--- src/rtl/clkcfg_pkg.sv ---
package clkcfg_pkg;
  localparam int NREG = 8;            // registers visible on the bus
  localparam int NWR  = 6;            // registers with storage
  localparam int IDXW = $clog2(NREG);
  localparam int CNTW = 4;            // byte / transmit counters
  localparam int PRE  = 3;            // address + command + length
  localparam logic [7:0] ID_HI = 8'h92;
  localparam logic [7:0] ID_LO = 8'h02;

  typedef struct packed {
    logic            wrEn;
    logic [IDXW-1:0] wrIdx;
    logic [7:0]      wrData;
    logic [CNTW-1:0] txIdx;
  } ctrlStb_t;

  function automatic logic [7:0] wrMask(input int i);
    case (i)
      1:       return 8'h1F;
      4:       return 8'h7B;
      6, 7:    return 8'h00;
      default: return 8'hFF;
    endcase
  endfunction

  function automatic logic [7:0] resetVal(input int i);
    case (i)
      1:       return 8'h1F;
      2, 3:    return 8'hFF;
      4:       return 8'h6B;
      default: return 8'h00;
    endcase
  endfunction
endpackage

--- src/rtl/clkcfg_link.sv ---
module clkcfg_link
  import clkcfg_pkg::*;
#(
  parameter logic [6:0] DEV_ADDR = 7'h69
) (
  input  logic       clk,
  input  logic       rstN,
  input  logic       sclIn,
  input  logic       sdaIn,
  input  logic [7:0] rdByte,
  output ctrlStb_t   stb,
  output logic       sdaOe
);
  typedef enum logic [2:0] {S_IDLE, S_RECV, S_ACKO, S_SEND, S_ACKI} state_t;
  localparam logic [CNTW-1:0] CMAX   = '1;
  localparam logic [CNTW-1:0] PRE_C  = CNTW'(PRE);
  localparam logic [CNTW-1:0] LAST_C = CNTW'(PRE + NREG);

  state_t          st;
  logic [2:0]      sclSy, sdaSy;
  logic [3:0]      bitCnt;
  logic [7:0]      shReg, txSh;
  logic [CNTW-1:0] byteIdx, txIdx;
  logic            rdMode, nackSeen;
  logic            wrEn;
  logic [IDXW-1:0] wrIdx;
  logic [7:0]      wrData;

  always_ff @(posedge clk or negedge rstN) begin
    if (!rstN) begin
      sclSy <= '1;
      sdaSy <= '1;
    end else begin
      sclSy <= {sclSy[1:0], sclIn};
      sdaSy <= {sdaSy[1:0], sdaIn};
    end
  end

  logic sclRise, sclFall, startDet, stopDet;
  assign sclRise  = sclSy[1] & ~sclSy[2];
  assign sclFall  = ~sclSy[1] & sclSy[2];
  assign startDet = sclSy[1] & sclSy[2] & sdaSy[2] & ~sdaSy[1];
  assign stopDet  = sclSy[1] & sclSy[2] & ~sdaSy[2] & sdaSy[1];

  always_ff @(posedge clk or negedge rstN) begin
    if (!rstN) begin
      st <= S_IDLE; bitCnt <= '0; shReg <= '0; txSh <= '0;
      byteIdx <= '0; txIdx <= '0; rdMode <= 1'b0; nackSeen <= 1'b0;
      sdaOe <= 1'b0; wrEn <= 1'b0; wrIdx <= '0; wrData <= '0;
    end else begin
      wrEn <= 1'b0;
      if (startDet) begin
        st <= S_RECV; bitCnt <= '0; byteIdx <= '0; txIdx <= '0;
        rdMode <= 1'b0; sdaOe <= 1'b0;
      end else if (stopDet) begin
        st <= S_IDLE; sdaOe <= 1'b0;
      end else begin
        case (st)
          S_RECV: begin
            if (sclRise && bitCnt < 4'd8) begin
              shReg  <= {shReg[6:0], sdaSy[1]};
              bitCnt <= bitCnt + 4'd1;
            end else if (sclFall && bitCnt == 4'd8) begin
              bitCnt <= '0;
              if (byteIdx == '0) begin
                if (shReg[7:1] == DEV_ADDR) begin
                  rdMode <= shReg[0]; sdaOe <= 1'b1; st <= S_ACKO;
                  byteIdx <= CNTW'(1);
                end else begin
                  st <= S_IDLE;
                end
              end else begin
                sdaOe <= 1'b1; st <= S_ACKO;
                if (byteIdx != CMAX) byteIdx <= byteIdx + CNTW'(1);
                if (byteIdx >= PRE_C && byteIdx < LAST_C) begin
                  wrEn   <= 1'b1;
                  wrIdx  <= IDXW'(byteIdx - PRE_C);
                  wrData <= shReg;
                end
              end
            end
          end
          S_ACKO: if (sclFall) begin
            if (rdMode) begin
              txSh <= rdByte; sdaOe <= ~rdByte[7]; st <= S_SEND; bitCnt <= '0;
            end else begin
              sdaOe <= 1'b0; st <= S_RECV;
            end
          end
          S_SEND: if (sclFall) begin
            if (bitCnt == 4'd7) begin
              sdaOe <= 1'b0; st <= S_ACKI;
            end else begin
              bitCnt <= bitCnt + 4'd1;
              txSh   <= {txSh[6:0], 1'b0};
              sdaOe  <= ~txSh[6];
            end
          end
          S_ACKI: begin
            if (sclRise) begin
              nackSeen <= sdaSy[1];
              if (!sdaSy[1] && txIdx != CMAX) txIdx <= txIdx + CNTW'(1);
            end else if (sclFall) begin
              if (nackSeen) st <= S_IDLE;
              else begin
                txSh <= rdByte; sdaOe <= ~rdByte[7]; st <= S_SEND; bitCnt <= '0;
              end
            end
          end
          default: ;
        endcase
      end
    end
  end

  assign stb = '{wrEn: wrEn, wrIdx: wrIdx, wrData: wrData, txIdx: txIdx};
endmodule

--- src/rtl/clkcfg_bank.sv ---
module clkcfg_bank
  import clkcfg_pkg::*;
(
  input  logic            clk,
  input  logic            rstN,
  input  ctrlStb_t        stb,
  input  logic [3:0]      strapFs,
  input  logic            strapAlt,
  output logic [7:0]      rdByte,
  output logic [8*NREG-1:0] regBus,
  output logic [3:0]      freqSel,
  output logic            altSel
);
  logic [7:0] store [NWR];
  logic [7:0] view  [NREG];
  logic [3:0] fsHeld;
  logic       altHeld, heldOk;

  for (genvar i = 0; i < NWR; i++) begin : g_reg
    localparam logic [7:0] MSK = wrMask(i);
    always_ff @(posedge clk or negedge rstN) begin
      if (!rstN) store[i] <= resetVal(i);
      else if (stb.wrEn && stb.wrIdx == IDXW'(i))
        store[i] <= (store[i] & ~MSK) | (stb.wrData & MSK);
    end
  end

  always_ff @(posedge clk or negedge rstN) begin
    if (!rstN) begin
      heldOk <= 1'b0; fsHeld <= '0; altHeld <= 1'b0;
    end else if (!heldOk) begin
      heldOk <= 1'b1; fsHeld <= strapFs; altHeld <= strapAlt;
    end
  end

  always_comb begin
    for (int i = 0; i < NWR; i++) view[i] = store[i] & wrMask(i);
    view[6] = ID_HI;
    view[7] = ID_LO;
    view[1][7:5] = ~{fsHeld[3], fsHeld[0], fsHeld[2]};
    view[4][7]   = ~altHeld;
    view[4][2]   = ~fsHeld[1];
  end

  for (genvar i = 0; i < NREG; i++) begin : g_bus
    assign regBus[8*i +: 8] = view[i];
  end

  always_comb begin
    if (stb.txIdx == '0)                   rdByte = 8'(NREG);
    else if (stb.txIdx <= CNTW'(NREG))     rdByte = view[IDXW'(stb.txIdx - CNTW'(1))];
    else                                   rdByte = 8'hFF;
  end

  assign freqSel = view[0][3] ? {view[0][2], view[0][6:4]} : fsHeld;
  assign altSel  = view[0][3] ? view[1][1] : altHeld;
endmodule

--- src/rtl/clkcfg_twi_top.sv ---
module clkcfg_twi_top
  import clkcfg_pkg::*;
#(
  parameter logic [6:0] DEV_ADDR = 7'h69
) (
  input  logic        clk,
  input  logic        rstN,
  input  logic        sclIn,
  input  logic        sdaIn,
  output logic        sdaOe,
  input  logic [3:0]  strapFs,
  input  logic        strapAlt,
  output logic [63:0] regBus,
  output logic [3:0]  freqSel,
  output logic        altSel
);
  ctrlStb_t   stb;
  logic [7:0] rdByte;

  clkcfg_link #(.DEV_ADDR(DEV_ADDR)) u_link (
    .clk(clk), .rstN(rstN), .sclIn(sclIn), .sdaIn(sdaIn),
    .rdByte(rdByte), .stb(stb), .sdaOe(sdaOe)
  );

  clkcfg_bank u_bank (
    .clk(clk), .rstN(rstN), .stb(stb), .strapFs(strapFs), .strapAlt(strapAlt),
    .rdByte(rdByte), .regBus(regBus), .freqSel(freqSel), .altSel(altSel)
  );
endmodule

--- config.mk ---
export PLATFORM = sky130hd
export DESIGN_NAME = clkcfg_twi_top
export DESIGN_NICKNAME = d
export VERILOG_FILES = /design/src/rtl/clkcfg_pkg.sv /design/src/rtl/clkcfg_link.sv /design/src/rtl/clkcfg_bank.sv /design/src/rtl/clkcfg_twi_top.sv
export SDC_FILE = /design/constraint.sdc
export NUM_CORES = 1
export LEC_CHECK = 0
export BUFFER_PORTS_ARGS = -buffer_cell sky130_fd_sc_hd__buf_2
export CORE_ASPECT_RATIO = 2
export CORE_MARGIN = 3
export CORE_UTILIZATION = 57
export CTS_BUF_LIST = sky130_fd_sc_hd__clkbuf_8 sky130_fd_sc_hd__clkbuf_16
export DETAILED_ROUTE_END_ITERATION = 10
export PLACE_DENSITY_LB_ADDON = 0.15
export SETUP_SLACK_MARGIN = 0.5
export SKIP_CTS_REPAIR_TIMING = 1
export SYNTH_ARGS = -nofsm -noshare
export SYNTH_HDL_FRONTEND = slang
export SYNTH_SLANG_ARGS = --single-unit
--- constraint.sdc ---
create_clock -name clk -period 7.63 [get_ports clk]
set_input_delay 1.526 -clock clk [delete_from_list [all_inputs] [get_ports clk]]
set_output_delay 1.526 -clock clk [all_outputs]
set_load 0.01 [all_outputs]
Word-level counts from Yosys, hierarchy flattened
Cells that the tools add are included.
{"block": "op_classes", "bitwise": 23, "eq_ne": 41, "add_sub_neg": 5, "n_reduce_logical": 35, "magnitude_cmp": 5, "muxes": 82}
{"op": "2-to-1 mux 4 bit", "n": 25}
{"op": "2-to-1 mux 7 bit", "n": 7}
{"op": "2-to-1 mux 8 bit", "n": 4}
{"op": "2-to-1 mux 1 bit", "n": 28}
{"op": "2-to-1 mux 3 bit", "n": 9}
{"op": "binary-select mux 8 bit (select 3 bit)", "n": 1}
{"op": "inequality test 4 x 1 -> 1 bit (second input constant)", "n": 6}
{"op": "case mux 7 bit (3 select lines)", "n": 1}
{"op": "AND reduction 10 bit", "n": 2}
{"op": "inequality test 4 bit (second input constant)", "n": 4}
{"op": "case mux 4 bit (4 select lines)", "n": 1}
{"op": "nonzero test 2 bit", "n": 7}
{"op": "adder 4 x 1 -> 4 bit (second input constant)", "n": 3}
{"op": "equality test 3 x 2 -> 1 bit (second input constant)", "n": 4}
{"op": "inequality test 2 x 1 -> 1 bit (second input constant)", "n": 6}
{"op": "inequality test 3 x 1 -> 1 bit (second input constant)", "n": 4}
{"op": "inverter 1 bit", "n": 12}
{"op": "case mux 3 bit (4 select lines)", "n": 1}
{"op": "AND reduction 4 bit", "n": 3}
{"op": "AND reduction 6 bit", "n": 2}
{"op": "logical AND 1 bit", "n": 10}
{"op": "equality test 3 bit (second input constant)", "n": 3}
{"op": "AND reduction 9 bit", "n": 1}
{"op": "zero test 4 bit", "n": 2}
{"op": "other kinds (29)", "n": 45}
{"block": "totals", "ff_bits": 105, "output_inout_bits": 70}

Longest topological paths before layout
Gate-level depths: netlist of run 1.
{"block": "depth", "word_depth": 14, "mapped_depth": 11}

Hierarchy
A second synthesis of run 1 with hierarchy kept.
{"block": "hier_totals", "hier_cells": 465, "area_unflattened_um2": 5315.1}
{"module": "clkcfg_bank", "n_inst": 1, "area_each_um2": 2757.6, "seq_area_each_um2": 1258.7, "cells_per_inst": 234}
{"module": "clkcfg_link", "n_inst": 1, "area_each_um2": 2557.5, "seq_area_each_um2": 1283.7, "cells_per_inst": 231}

Worst setup path before layout of run 1
Ideal clock, no wire load.
{"block": "synth_path", "path_kind": "register to register", "startpoint": "reg u_link.txIdx[0]", "endpoint": "reg u_link.txSh[3]", "setup_slack_ns": 4.821, "stages_incl_launch_ff": 10, "setup_ns": 0.125, "synth_period_minus_slack_ns": 2.809, "n_path_buf": 3, "t_arrival_ns": 2.684, "path_cell_list": "dfrtp_1 buf_2 buf_2 inv_1 ha_1 clkbuf_1 mux4_2 a22o_1 o32a_1 mux2_2"}
{"block": "synth_between", "elab_chain_len": 11, "elab_cells_between_ends": 15}
{"element": "start, declared", "line": "clkcfg_link.sv:23", "source": "logic [CNTW-1:0] byteIdx, txIdx;"}
{"element": "start signal, assigned", "line": "clkcfg_link.sv:102", "source": "if (!sdaSy[1] && txIdx != CMAX) txIdx <= txIdx + CNTW'(1);"}
{"element": "subtractor 3 x 1 -> 3 bit", "line": "clkcfg_bank.sv:51", "source": "else if (stb.txIdx <= CNTW'(NREG)) rdByte = view[IDXW'(stb.txIdx - CNTW'(1))];"}
{"element": "inverter 3 -> 4 bit (not written as such)", "line": "clkcfg_bank.sv:51"}
{"element": "binary-select mux 8 bit (select 3 bit)", "line": "clkcfg_bank.sv:51"}
{"element": "2-to-1 mux 8 bit (not written as such) (2 in a row)", "line": "clkcfg_bank.sv:51"}
{"element": "2-to-1 mux 8 bit", "line": "clkcfg_bank.sv:51"}
{"element": "2-to-1 mux 8 bit (*)", "line": "clkcfg_bank.sv:50", "source": "if (stb.txIdx == '0) rdByte = 8'(NREG);"}
{"element": "2-to-1 mux 7 bit", "line": "clkcfg_link.sv:104", "source": "if (nackSeen) st <= S_IDLE;"}
{"element": "2-to-1 mux 7 bit", "line": "clkcfg_link.sv:103", "source": "end else if (sclFall) begin"}
{"element": "2-to-1 mux 7 bit", "line": "clkcfg_link.sv:100", "source": "if (sclRise) begin"}
{"element": "case mux 7 bit (3 select lines) (*)", "line": "clkcfg_link.sv:58", "source": "case (st)"}
{"element": "end signal, assigned", "line": "clkcfg_link.sv:95", "source": "txSh <= {txSh[6:0], 1'b0};"}
{"element": "end, declared", "line": "clkcfg_link.sv:22", "source": "logic [7:0] shReg, txSh;"}
Every way passes the cells marked *; elsewhere a longest branch is shown, timed or not. The select of a mux whose other input is x is not followed.
A chain may end at the register's enable or synchronous reset.

Worst setup path after layout of run 1
Same ends and word-level chain as after synthesis.

==> impl_metrics.py, run 1 <==
metrics = {
    "status": {
        "outcome": "complete, no violations",
    },
    "logic_synthesis": {
        "ys_warn_count": 0,
        "async_reset_ff_frac": 1.00,
        "synth-seq-cells": 100,
        "synth_edf_count": 0,
        "avgSynthCellArea_um2": 11.7,
        "ys_types": 56,
        "synth_seq_area_share": 0.492,
        "syn-cell-area_mm2": 0.00516,
        "synth_top_flop_cell": "dfrtp_1",
        "synthCells": 440,
    },
    "sta": {
        "skew_ns": 0.00686,
        "relSlewSlack": 0.264,
        "fin_tns_setup_ns": 0,
        "hold_violations": 0,
        "fin_crit_ns": 3.38,
        "fin_crit_sh": 0.443,
        "worst_slew_pin_slew_ns": 1.10,
        "rsz0062_at_grt": "false",
        "holdWs_ns": 0.358,
        "finalWorstSetupSlack_ns": 4.25,
        "finalSetupViolations": 0,
        "fmax_mhz": 296,
        "finalMaxSlewViolations": 0,
    },
    "worst_setup_path": {
        "critical_path_class": "register to register",
        "endpoint_kind": "register",
        "critPathSlowestCell": "dfrtp_1",
        "rr_startpoint": "u_link.txIdx[0]$_DFFE_PN0P_",
        "crit_start": "u_link.txIdx[0]$_DFFE_PN0P_",
        "worstPathMaxFanout": 23,
        "rr_endpoint": "u_link.txSh[3]$_DFFE_PN0P_",
        "required_ns": 7.87,
        "critical-path-top-delay-family": "flip-flops",
        "r2r_cells": 7,
        "path_depth": 7,
        "path_cells": "inv_1, ha_1, xnor2_1, nor2_1, a22o_1, o32a_1, mux2_2",
        "max_stage_delay_ns": 1.03,
        "rrSetupSlack_ns": 4.25,
        "path_buf_inv": 1,
        "startpoint_type": "register",
        "crit_path_end": "u_link.txSh[3]$_DFFE_PN0P_",
        "worstPathArrival_ns": 3.62,
    },
    "power_and_ir_drop": {
        "p_per_area_mw_per_mm2": 188,
        "switching_share": 0.239,
        "pwr-share-clk": 0.440,
        "switchingPower_uw": 260,
        "p_comb_frac": 0.046,
        "pwr-share-seq": 0.513,
        "ir_worst_vdd_v": 0.000135,
        "internal_power_uw": 825,
        "p_leak_nw": 2.74,
    },
    "floorplan": {
        "start_util": 0.593,
        "placeableCoreArea_mm2": 0.00871,
        "die_w_um": 73.3,
        "row_count": 48,
        "fp.dieH_um": 141,
        "io_pins": 79,
        "die_area_mm2": 0.0103,
    },
    "cts": {
        "cts_tree": "done",
        "cts_buffer_depth": 2,
        "h-tree-depth": 3,
        "cts.sinks": 100,
        "cts_made_buffers": 9,
        "cts-root-buf": "clkbuf_16",
        "path_clk_slew_ns": 0.07,
        "clk_latency_ns": 0.35,
    },
    "routing": {
        "post_drt_wl_per_cell_um": 20.0,
        "ant_nets": 0,
        "routed_via_density": 6.07,
        "drcViolationCount": 0,
        "vias": 3629,
        "first_pass_iters": 4,
        "drt-initial-drc-count": 174,
        "wl_um": 12000,
    },
    "min_path": {
        "min_path_type": "register to register",
    },
    "cells_and_area": {
        "drive_gt1_frac": 0.410,
        "fill_cells": 650,
        "antennaDiodeCount": 0,
        "syn_to_final_growth_pct": 11.7,
        "fin_nets": 509,
    },
    "job": {
        "max_cap_viol_count": 0,
    },
    "global_route": {
        "grt.total_usage": 0.244,
        "grt_overflow_total": 0,
        "grt_pass1_wl_um": 18900,
        "antenna_found_initial": 0,
        "grt_pass1_vias": 3689,
        "grt_max_degree": 52,
    },
    "placement": {
        "dpl_worst_slack_ns": 4.25,
        "dpl.hpwl_um": 8840,
        "gp_congestion": 0.873,
        "port_buffers": 62,
    },
}
registers in the layout, summed over array words and instances, names as in the netlist:
| register | flops |
|---|---|
| u_bank.fsHeld | 4 |
| u_bank.heldOk | 1 |
| u_link.shReg | 8 |
| u_link.sdaSy | 3 |
| u_link.wrData | 8 |
| u_bank.regBus | 43 |
| u_link.bitCnt | 4 |
| u_link.wrIdx | 3 |
| u_link.txSh | 7 |
| u_link.st | 3 |
| u_bank.altHeld | 1 |
| u_link.byteIdx | 4 |
| u_link.wrEn | 1 |
| u_link.sclSy | 3 |
| u_link.rdMode | 1 |
| u_link.sdaOe | 1 |
| u_link.nackSeen | 1 |
| u_link.txIdx | 4 |
worst min-delay path by stage:
stage	cells after the start	to	start	slack, ns
after CTS	0	u_link.sdaSy[1]$_DFF_PN1_	u_link.sdaSy[0]$_DFF_PN1_	0.36
after global routing	0	u_link.sdaSy[1]$_DFF_PN1_	u_link.sdaSy[0]$_DFF_PN1_	0.36
final	0	u_link.sdaSy[1]$_DFF_PN1_	u_link.sdaSy[0]$_DFF_PN1_	0.36
after detailed placement	0	u_link.sdaSy[1]$_DFF_PN1_	u_link.sdaSy[0]$_DFF_PN1_	0.35
after global placement	0	u_link.sdaSy[1]$_DFF_PN1_	u_link.sdaSy[0]$_DFF_PN1_	0.35
after floorplan	0	u_link.sclSy[1]$_DFF_PN1_	u_link.sclSy[0]$_DFF_PN1_	0.35
area by class of cell:
cell class,count,area (µm²),area share
timing repair buffer,66,343,0.0594
tap,100,125,0.0217
inverter,15,56.3,0.00976
sequential,100,2540,0.441
clock inverter,7,92.6,0.0161
clock buffer,9,225,0.0391
multi-input combinational,301,2380,0.413
power by group through the flow:
stage	registers, mW	clock network (mW)	logic, mW
6_report	0.557	0.478	0.0503
5_1_grt	0.558	0.505	0.0559
4_1_cts	0.557	0.487	0.0511
3_5_place_dp	0.567	0	0.0508
3_3_place_gp	0.566	0	0.0495
2_1_floorplan	0.560	0	0.0378
layer usage:
metal | GRT usage | vias to the layer above | share of wire
met1 | 0.272 | 1835 | 0.37
li1 | - | 1655 | -
met3 | 0.0428 | 33 | 0.037
met2 | 0.431 | 106 | 0.55
met4 | 0.124 | 0 | 0.044
met5 | 0 | - | 0
synth_stat cells, types with 3 or more instances:
cell type,number,share of area
dfrtp_1,68,0.33
nand3_1,13,0.013
o21ai_0,17,0.016
buf_6,3,0.0065
and4b_1,3,0.0058
mux2i_1,9,0.017
nor3b_1,3,0.0044
nor3_1,5,0.0048
xnor2_1,5,0.0085
a221oi_1,3,0.0051
inv_1,15,0.011
clkbuf_1,13,0.0094
nand2b_1,11,0.013
nand3b_1,3,0.0044
nor2_1,23,0.017
a21oi_1,17,0.016
mux4_2,8,0.035
dfstp_2,32,0.16
buf_4,17,0.025
nand4_1,3,0.0036
a31oi_1,6,0.0073
nor2b_1,4,0.0048
xor2_1,4,0.0068
and3_1,4,0.0048
o22ai_1,3,0.0036
nand2_1,27,0.020
buf_2,6,0.0058
ha_1,7,0.017
mux2_2,75,0.16
per-stage QoR:
step / area [µm²] / utilization / total power, mW / cells
global placement: 5450 / 0.626 / 0.616 / 582
global route: 5770 / 0.662 / 1.12 / 598
CTS: 5770 / 0.662 / 1.09 / 598
floorplan: 5220 / - / 0.598 / 455
detailed placement: 5450 / 0.626 / 0.617 / 582
finish: 5770 / 0.662 / 1.08 / 598
cells in the final DEF, fill, tap and decap left out, types with 4 or more instances in the layout:
cell type	instances
and3_1	4
buf_2	61
nor2b_1	4
nor3_1	5
a21oi_1	17
mux2_2	75
nand3_1	13
conb_1	17
o21ai_0	17
clkbuf_16	9
xor2_1	4
dfrtp_1	68
a31oi_1	6
dfstp_2	32
xnor2_1	5
nor2_1	23
inv_1	15
mux4_2	8
nand2_1	27
buf_4	5
ha_1	7
mux2i_1	9
nand2b_1	11
logic make-up after synthesis:
kind of cell / Yosys count / share of synthesized area
AO/OA/AOI/OAI: 64 / 0.0821
XOR/XNOR: 9 / 0.0153
adder cells (fa/ha/maj): 7 / 0.0170
buffers and inverters: 54 / 0.0574
flip-flops: 100 / 0.492
multiplexers: 92 / 0.216
other: 2 / 0.00145
AND/OR/NAND/NOR: 112 / 0.119
Power figures use the tool's default switching activity.
==> run 2: changes to the inputs <==
- CORE_UTILIZATION: 57 -> 52
- clock period: 7.63 -> 2.7 ns (I/O delays scaled with it)
==> run 2 against run 1 <==
Net effect:
- clock power grew to 2.7 times the previous value
- routed wire length is 1.1% higher
- worst setup slack worse by 3.6 ns
- non-clock buffer count grew 11
- count of clock-buffer cells in the layout did not move
- total power rose to 2.8 times the previous value
- critical path depth is 1 lower
- critical endpoint is now u_link.txSh[5]$_DFFE_PN0P_
==> impl_metrics.py, run 2 (same netlist as run 1, synthesis figures left out) <==
metrics = {
    "status": {
        "outcome": "complete, no violations",
    },
    "cells_and_area": {
        "largest_reg_flops": 43,
        "final_cells": 639,
        "antennaDiodeCount": 0,
        "syn_to_final_growth_pct": 14.5,
        "drive_gt1_frac": 0.432,
        "regArea_mm2": 0.00254,
        "fin_nets": 520,
        "most-common-layout-cells": "mux2_2 (75), dfrtp_1 (67), buf_2 (61)",
        "fill_cells": 786,
        "mostFrequentLayoutCell": "mux2_2",
        "multi_input_area_mm2": 0.00241,
    },
    "worst_setup_path": {
        "startpoint_type": "register",
        "critPathSlowestCell": "dfrtp_1",
        "critical-path-top-delay-family": "multiplexers",
        "path_cells": "inv_1, ha_4, mux4_2, a221oi_1, o21ai_0, mux2_2",
        "path_buf_inv": 1,
        "endpoint_kind": "register",
        "max_stage_delay_ns": 0.39,
        "critical_path_class": "register to register",
        "worstPathMaxFanout": 14,
        "worstPathArrival_ns": 2.27,
        "required_ns": 2.92,
    },
    "global_route": {
        "grt_max_degree": 48,
        "grt_pass1_vias": 3788,
        "grt.total_usage": 0.225,
        "grt_overflow_total": 0,
        "antenna_found_initial": 0,
        "grt_pass1_wl_um": 19600,
    },
    "cts": {
        "cts_buffer_depth": 2,
        "h-tree-depth": 3,
        "cts.sinks": 100,
        "cts_made_buffers": 9,
        "clk_latency_ns": 0.34,
        "path_clk_slew_ns": 0.08,
        "cts_tree": "done",
        "cts-root-buf": "clkbuf_16",
    },
    "job": {
        "max_cap_viol_count": 0,
    },
    "routing": {
        "vias": 3610,
        "ant_nets": 0,
        "wl_um": 12100,
        "first_pass_iters": 4,
        "routed_via_density": 5.65,
        "drcViolationCount": 0,
        "post_drt_wl_per_cell_um": 18.9,
        "drt-initial-drc-count": 144,
    },
    "min_path": {
        "min_path_type": "input port to asynchronous set/reset pin",
    },
    "floorplan": {
        "row_count": 50,
        "die_area_mm2": 0.0112,
        "fp.dieH_um": 147,
        "start_util": 0.543,
        "placeableCoreArea_mm2": 0.00951,
        "io_pins": 79,
        "die_w_um": 76.5,
    },
    "sta": {
        "finalSetupViolations": 0,
        "hold_violations": 0,
        "relSlewSlack": 0.534,
        "fin_crit_ns": 2.04,
        "worst_slew_pin_slew_ns": 0.692,
        "rsz0062_at_grt": "false",
        "skew_ns": 0.00971,
        "fin_tns_setup_ns": 0,
        "finalMaxSlewViolations": 0,
        "fin_crit_sh": 0.757,
        "fmax_mhz": 489,
    },
    "power_and_ir_drop": {
        "ir_worst_vdd_v": 0.000403,
        "p_comb_frac": 0.052,
        "pwr-share-clk": 0.425,
        "internal_power_mw": 2.25,
        "p_leak_nw": 2.80,
        "pwr-share-seq": 0.523,
        "switching_share": 0.251,
        "p_per_area_mw_per_mm2": 508,
        "switchingPower_uw": 754,
    },
    "placement": {
        "placed_cells": 619,
        "gp_congestion": 0.856,
        "port_buffers": 62,
        "dpl.hpwl_um": 9140,
    },
}
run 2: cell types whose count changed in the layout (fill, tap and decap cells not counted), sizes merged:
cell,delta
clkinv,-1
clkinvlp,+1
bufinv,-1
buf,+11
inv,+1
run 2: final timing paths:
path	start	to	slack [ns]	cells after the start
setup / recovery	u_link.txIdx[1]$_DFFE_PN0P_	u_link.txSh[5]$_DFFE_PN0P_	0.66	6
hold / removal	rstN	u_link.wrIdx[2]$_DFFE_PN0P_	0.21	1
setup reg to reg	u_link.txIdx[1]$_DFFE_PN0P_	u_link.txSh[5]$_DFFE_PN0P_	0.66	6
hold reg to reg	u_link.sclSy[0]$_DFF_PN1_	u_link.sclSy[1]$_DFF_PN1_	0.36	0
max in group asynchronous	rstN	u_bank.regBus[20]$_DFFE_PN1P_	1.78	2
min in group clk	sdaIn	u_link.sdaSy[0]$_DFF_PN1_	0.29	1
run 2: area by class of cell:
cell class,instances,share of cell area
clock inverter,7,0.0127
clock buffer,9,0.0381
timing repair buffer,77,0.0747
sequential,100,0.430
multi-input combinational,301,0.407
inverter,15,0.00994
tap,130,0.0275
run 2: metal layers:
layer | track usage | wire (µm) | up-vias
met5 | 0 | 0 | -
met4 | 0.111 | 430 | 0
met1 | 0.245 | 4470 | 1798
li1 | - | - | 1682
met3 | 0.0307 | 380 | 27
met2 | 0.421 | 6810 | 103
run 2: power groups by stage:
stage	Clock [mW]	Sequential, mW	Combinational [mW]
2_1_floorplan	0	1.58	0.107
3_3_place_gp	0	1.60	0.152
3_5_place_dp	0	1.60	0.156
4_1_cts	1.31	1.57	0.156
5_1_grt	1.37	1.58	0.173
6_report	1.28	1.57	0.155
run 2: metrics by stage:
step | area [µm²] | utilization | setup slack (ns) | hold slack, ns | total power [mW]
after floorplan | 5270 | - | 0.428 | 0.244 | 1.69
after global placement | 5570 | 0.586 | 0.595 | 0.351 | 1.75
after detailed placement | 5570 | 0.586 | 0.555 | 0.348 | 1.76
after CTS | 5870 | 0.617 | 0.541 | 0.237 | 3.04
after global routing | 5910 | 0.622 | 0.506 | 0.248 | 3.12
final | 5910 | 0.622 | 0.655 | 0.214 | 3.01
==> run 3: changes to the inputs <==
- CORE_UTILIZATION: 52 -> 57
- clock period: 2.7 -> 2 ns (I/O delays scaled with it)
==> run 3 against run 2 <==
Net effect:
- worst hold slack worse by 0.17 ns
- cell area is 15% higher
- largest cell class is now multi-input gates
- sequential share of layout area decreased by 5.7 points
- critical path type unchanged
- critical endpoint is now u_link.st[1]$_DFFE_PN0P_
- clock power grew 34%
- routed wire length increased by 17%
- combinational power is 81% higher
==> impl_metrics.py, run 3 (same netlist as run 1, synthesis figures left out) <==
metrics = {
    "routing": {
        "first_pass_iters": 4,
        "routed_via_density": 6.03,
        "drt-initial-drc-count": 244,
        "ant_nets": 0,
        "post_drt_wl_per_cell_um": 21.4,
        "vias": 3974,
        "drcViolationCount": 0,
        "wl_um": 14100,
    },
    "cts": {
        "cts_buffer_depth": 2,
        "cts.sinks": 100,
        "clk_latency_ns": 0.35,
        "cts_tree": "done",
        "h-tree-depth": 3,
        "cts_made_buffers": 9,
        "path_clk_slew_ns": 0.07,
        "cts-root-buf": "clkbuf_16",
    },
    "sta": {
        "rsz0062_at_grt": "true",
        "fin_tns_setup_ns": 0,
        "relSlewSlack": 0.603,
        "fin_crit_ns": 1.97,
        "hold_violations": 0,
        "finalMaxSlewViolations": 0,
        "worst_slew_pin_slew_ns": 0.596,
        "fin_crit_sh": 0.983,
        "holdWs_ns": 0.0485,
        "skew_ns": 0.00721,
        "finalSetupViolations": 0,
        "fmax_mhz": 508,
    },
    "power_and_ir_drop": {
        "total_power_mw": 4.12,
        "p_per_area_mw_per_mm2": 603,
        "p_leak_nw": 3.18,
        "ir_worst_vdd_v": 0.000611,
    },
    "floorplan": {
        "io_pins": 79,
        "start_util": 0.593,
        "row_count": 48,
        "fp.dieH_um": 141,
        "die_area_mm2": 0.0103,
        "placeableCoreArea_mm2": 0.00871,
        "die_w_um": 73.3,
    },
    "global_route": {
        "grt.total_usage": 0.265,
        "antenna_found_initial": 0,
        "grt_pass1_vias": 3935,
        "grt_overflow_total": 0,
        "grt_pass1_wl_um": 20800,
        "grt_max_degree": 42,
    },
    "worst_setup_path": {
        "worstPathMaxFanout": 4,
        "endpoint_kind": "register",
        "critical_path_class": "register to register",
        "startpoint_type": "register",
        "worstPathArrival_ns": 2.19,
        "required_ns": 2.22,
    },
    "cells_and_area": {
        "mostFrequentLayoutCell": "dfrtp_1",
        "largest_reg_flops": 43,
        "final_cells": 659,
        "most-common-layout-cells": "dfrtp_1 (63), buf_2 (59), mux2_2 (56)",
        "drive_gt1_frac": 0.603,
        "antennaDiodeCount": 0,
        "syn_to_final_growth_pct": 32.2,
        "fin_nets": 570,
    },
    "job": {
        "max_cap_viol_count": 0,
    },
    "min_path": {
        "min_path_type": "input port to asynchronous set/reset pin",
    },
    "status": {
        "outcome": "complete, no violations",
    },
    "placement": {
        "gp_congestion": 0.830,
        "placed_cells": 608,
        "port_buffers": 62,
        "dpl.hpwl_um": 9510,
    },
}
==> run 3: metrics by stage <==
step                      setup WS (ns)  cell area (µm²)   util
after floorplan                  -0.272             5470      -
after global placement           0.0836             5900  0.677
after detailed placement         0.0474             5900  0.677
after CTS                        0.0221             6190  0.711
after global routing            -0.0507             6830  0.784
final                            0.0333             6830  0.784
==> run 3: layer usage <==
layer / up-vias / track usage / part of all wire
met2: 123 / 0.478 / 0.57
met3: 24 / 0.0335 / 0.038
met4: 0 / 0.0965 / 0.026
met5: - / 0 / 0
li1: 1779 / - / -
met1: 2048 / 0.312 / 0.36
==> run 3: where the power goes <==
part | total [mW] | switching [mW] | internal (mW) | leakage, nW
clock | 1.71 | 0.829 | 0.877 | 0.145
combinational | 0.280 | 0.157 | 0.123 | 1.78
sequential | 2.13 | 0.0581 | 2.07 | 1.26
total | 4.12 | 1.04 | 3.07 | 3.18
==> run 3: path summary, 6_finish.rpt <==
path,start,end,slack [ns],cells after the start
min in group clk,sdaIn,u_link.sdaSy[0]$_DFF_PN1_,0.15,1
worst max register to register,u_link.byteIdx[0]$_DFFE_PN0P_,u_link.st[1]$_DFFE_PN0P_,0.03,8
max in group asynchronous,rstN,u_bank.regBus[18]$_DFFE_PN1P_,1.29,2
worst max-delay path,u_link.byteIdx[0]$_DFFE_PN0P_,u_link.st[1]$_DFFE_PN0P_,0.03,8
worst min-delay path,rstN,u_link.wrEn$_DFF_PN0_,0.05,1
worst min register to register,u_link.sclSy[0]$_DFF_PN1_,u_link.sclSy[1]$_DFF_PN1_,0.36,0
==> run 3: layout make-up <==
| cell class | instances | area (µm²) |
|---|---|---|
| Clock buffer | 9 | 225 |
| Clock inverter | 7 | 67.6 |
| Fill cell | 531 | 1880 |
| Inverter | 15 | 58.8 |
| Multi-Input combinational cell | 301 | 2860 |
| Sequential cell | 100 | 2550 |
| Tap cell | 100 | 125 |
| Timing Repair Buffer | 127 | 938 |
==> run 3: critical path: stages, from the launching register on <==
cell	delay, ns
dfrtp_1	0.42
inv_1	0.08
ha_2	0.17
or3b_4	0.42
a31oi_4	0.29
buf_6	0.15
a21oi_2	0.03
a21oi_1	0.17
o22ai_1	0.11
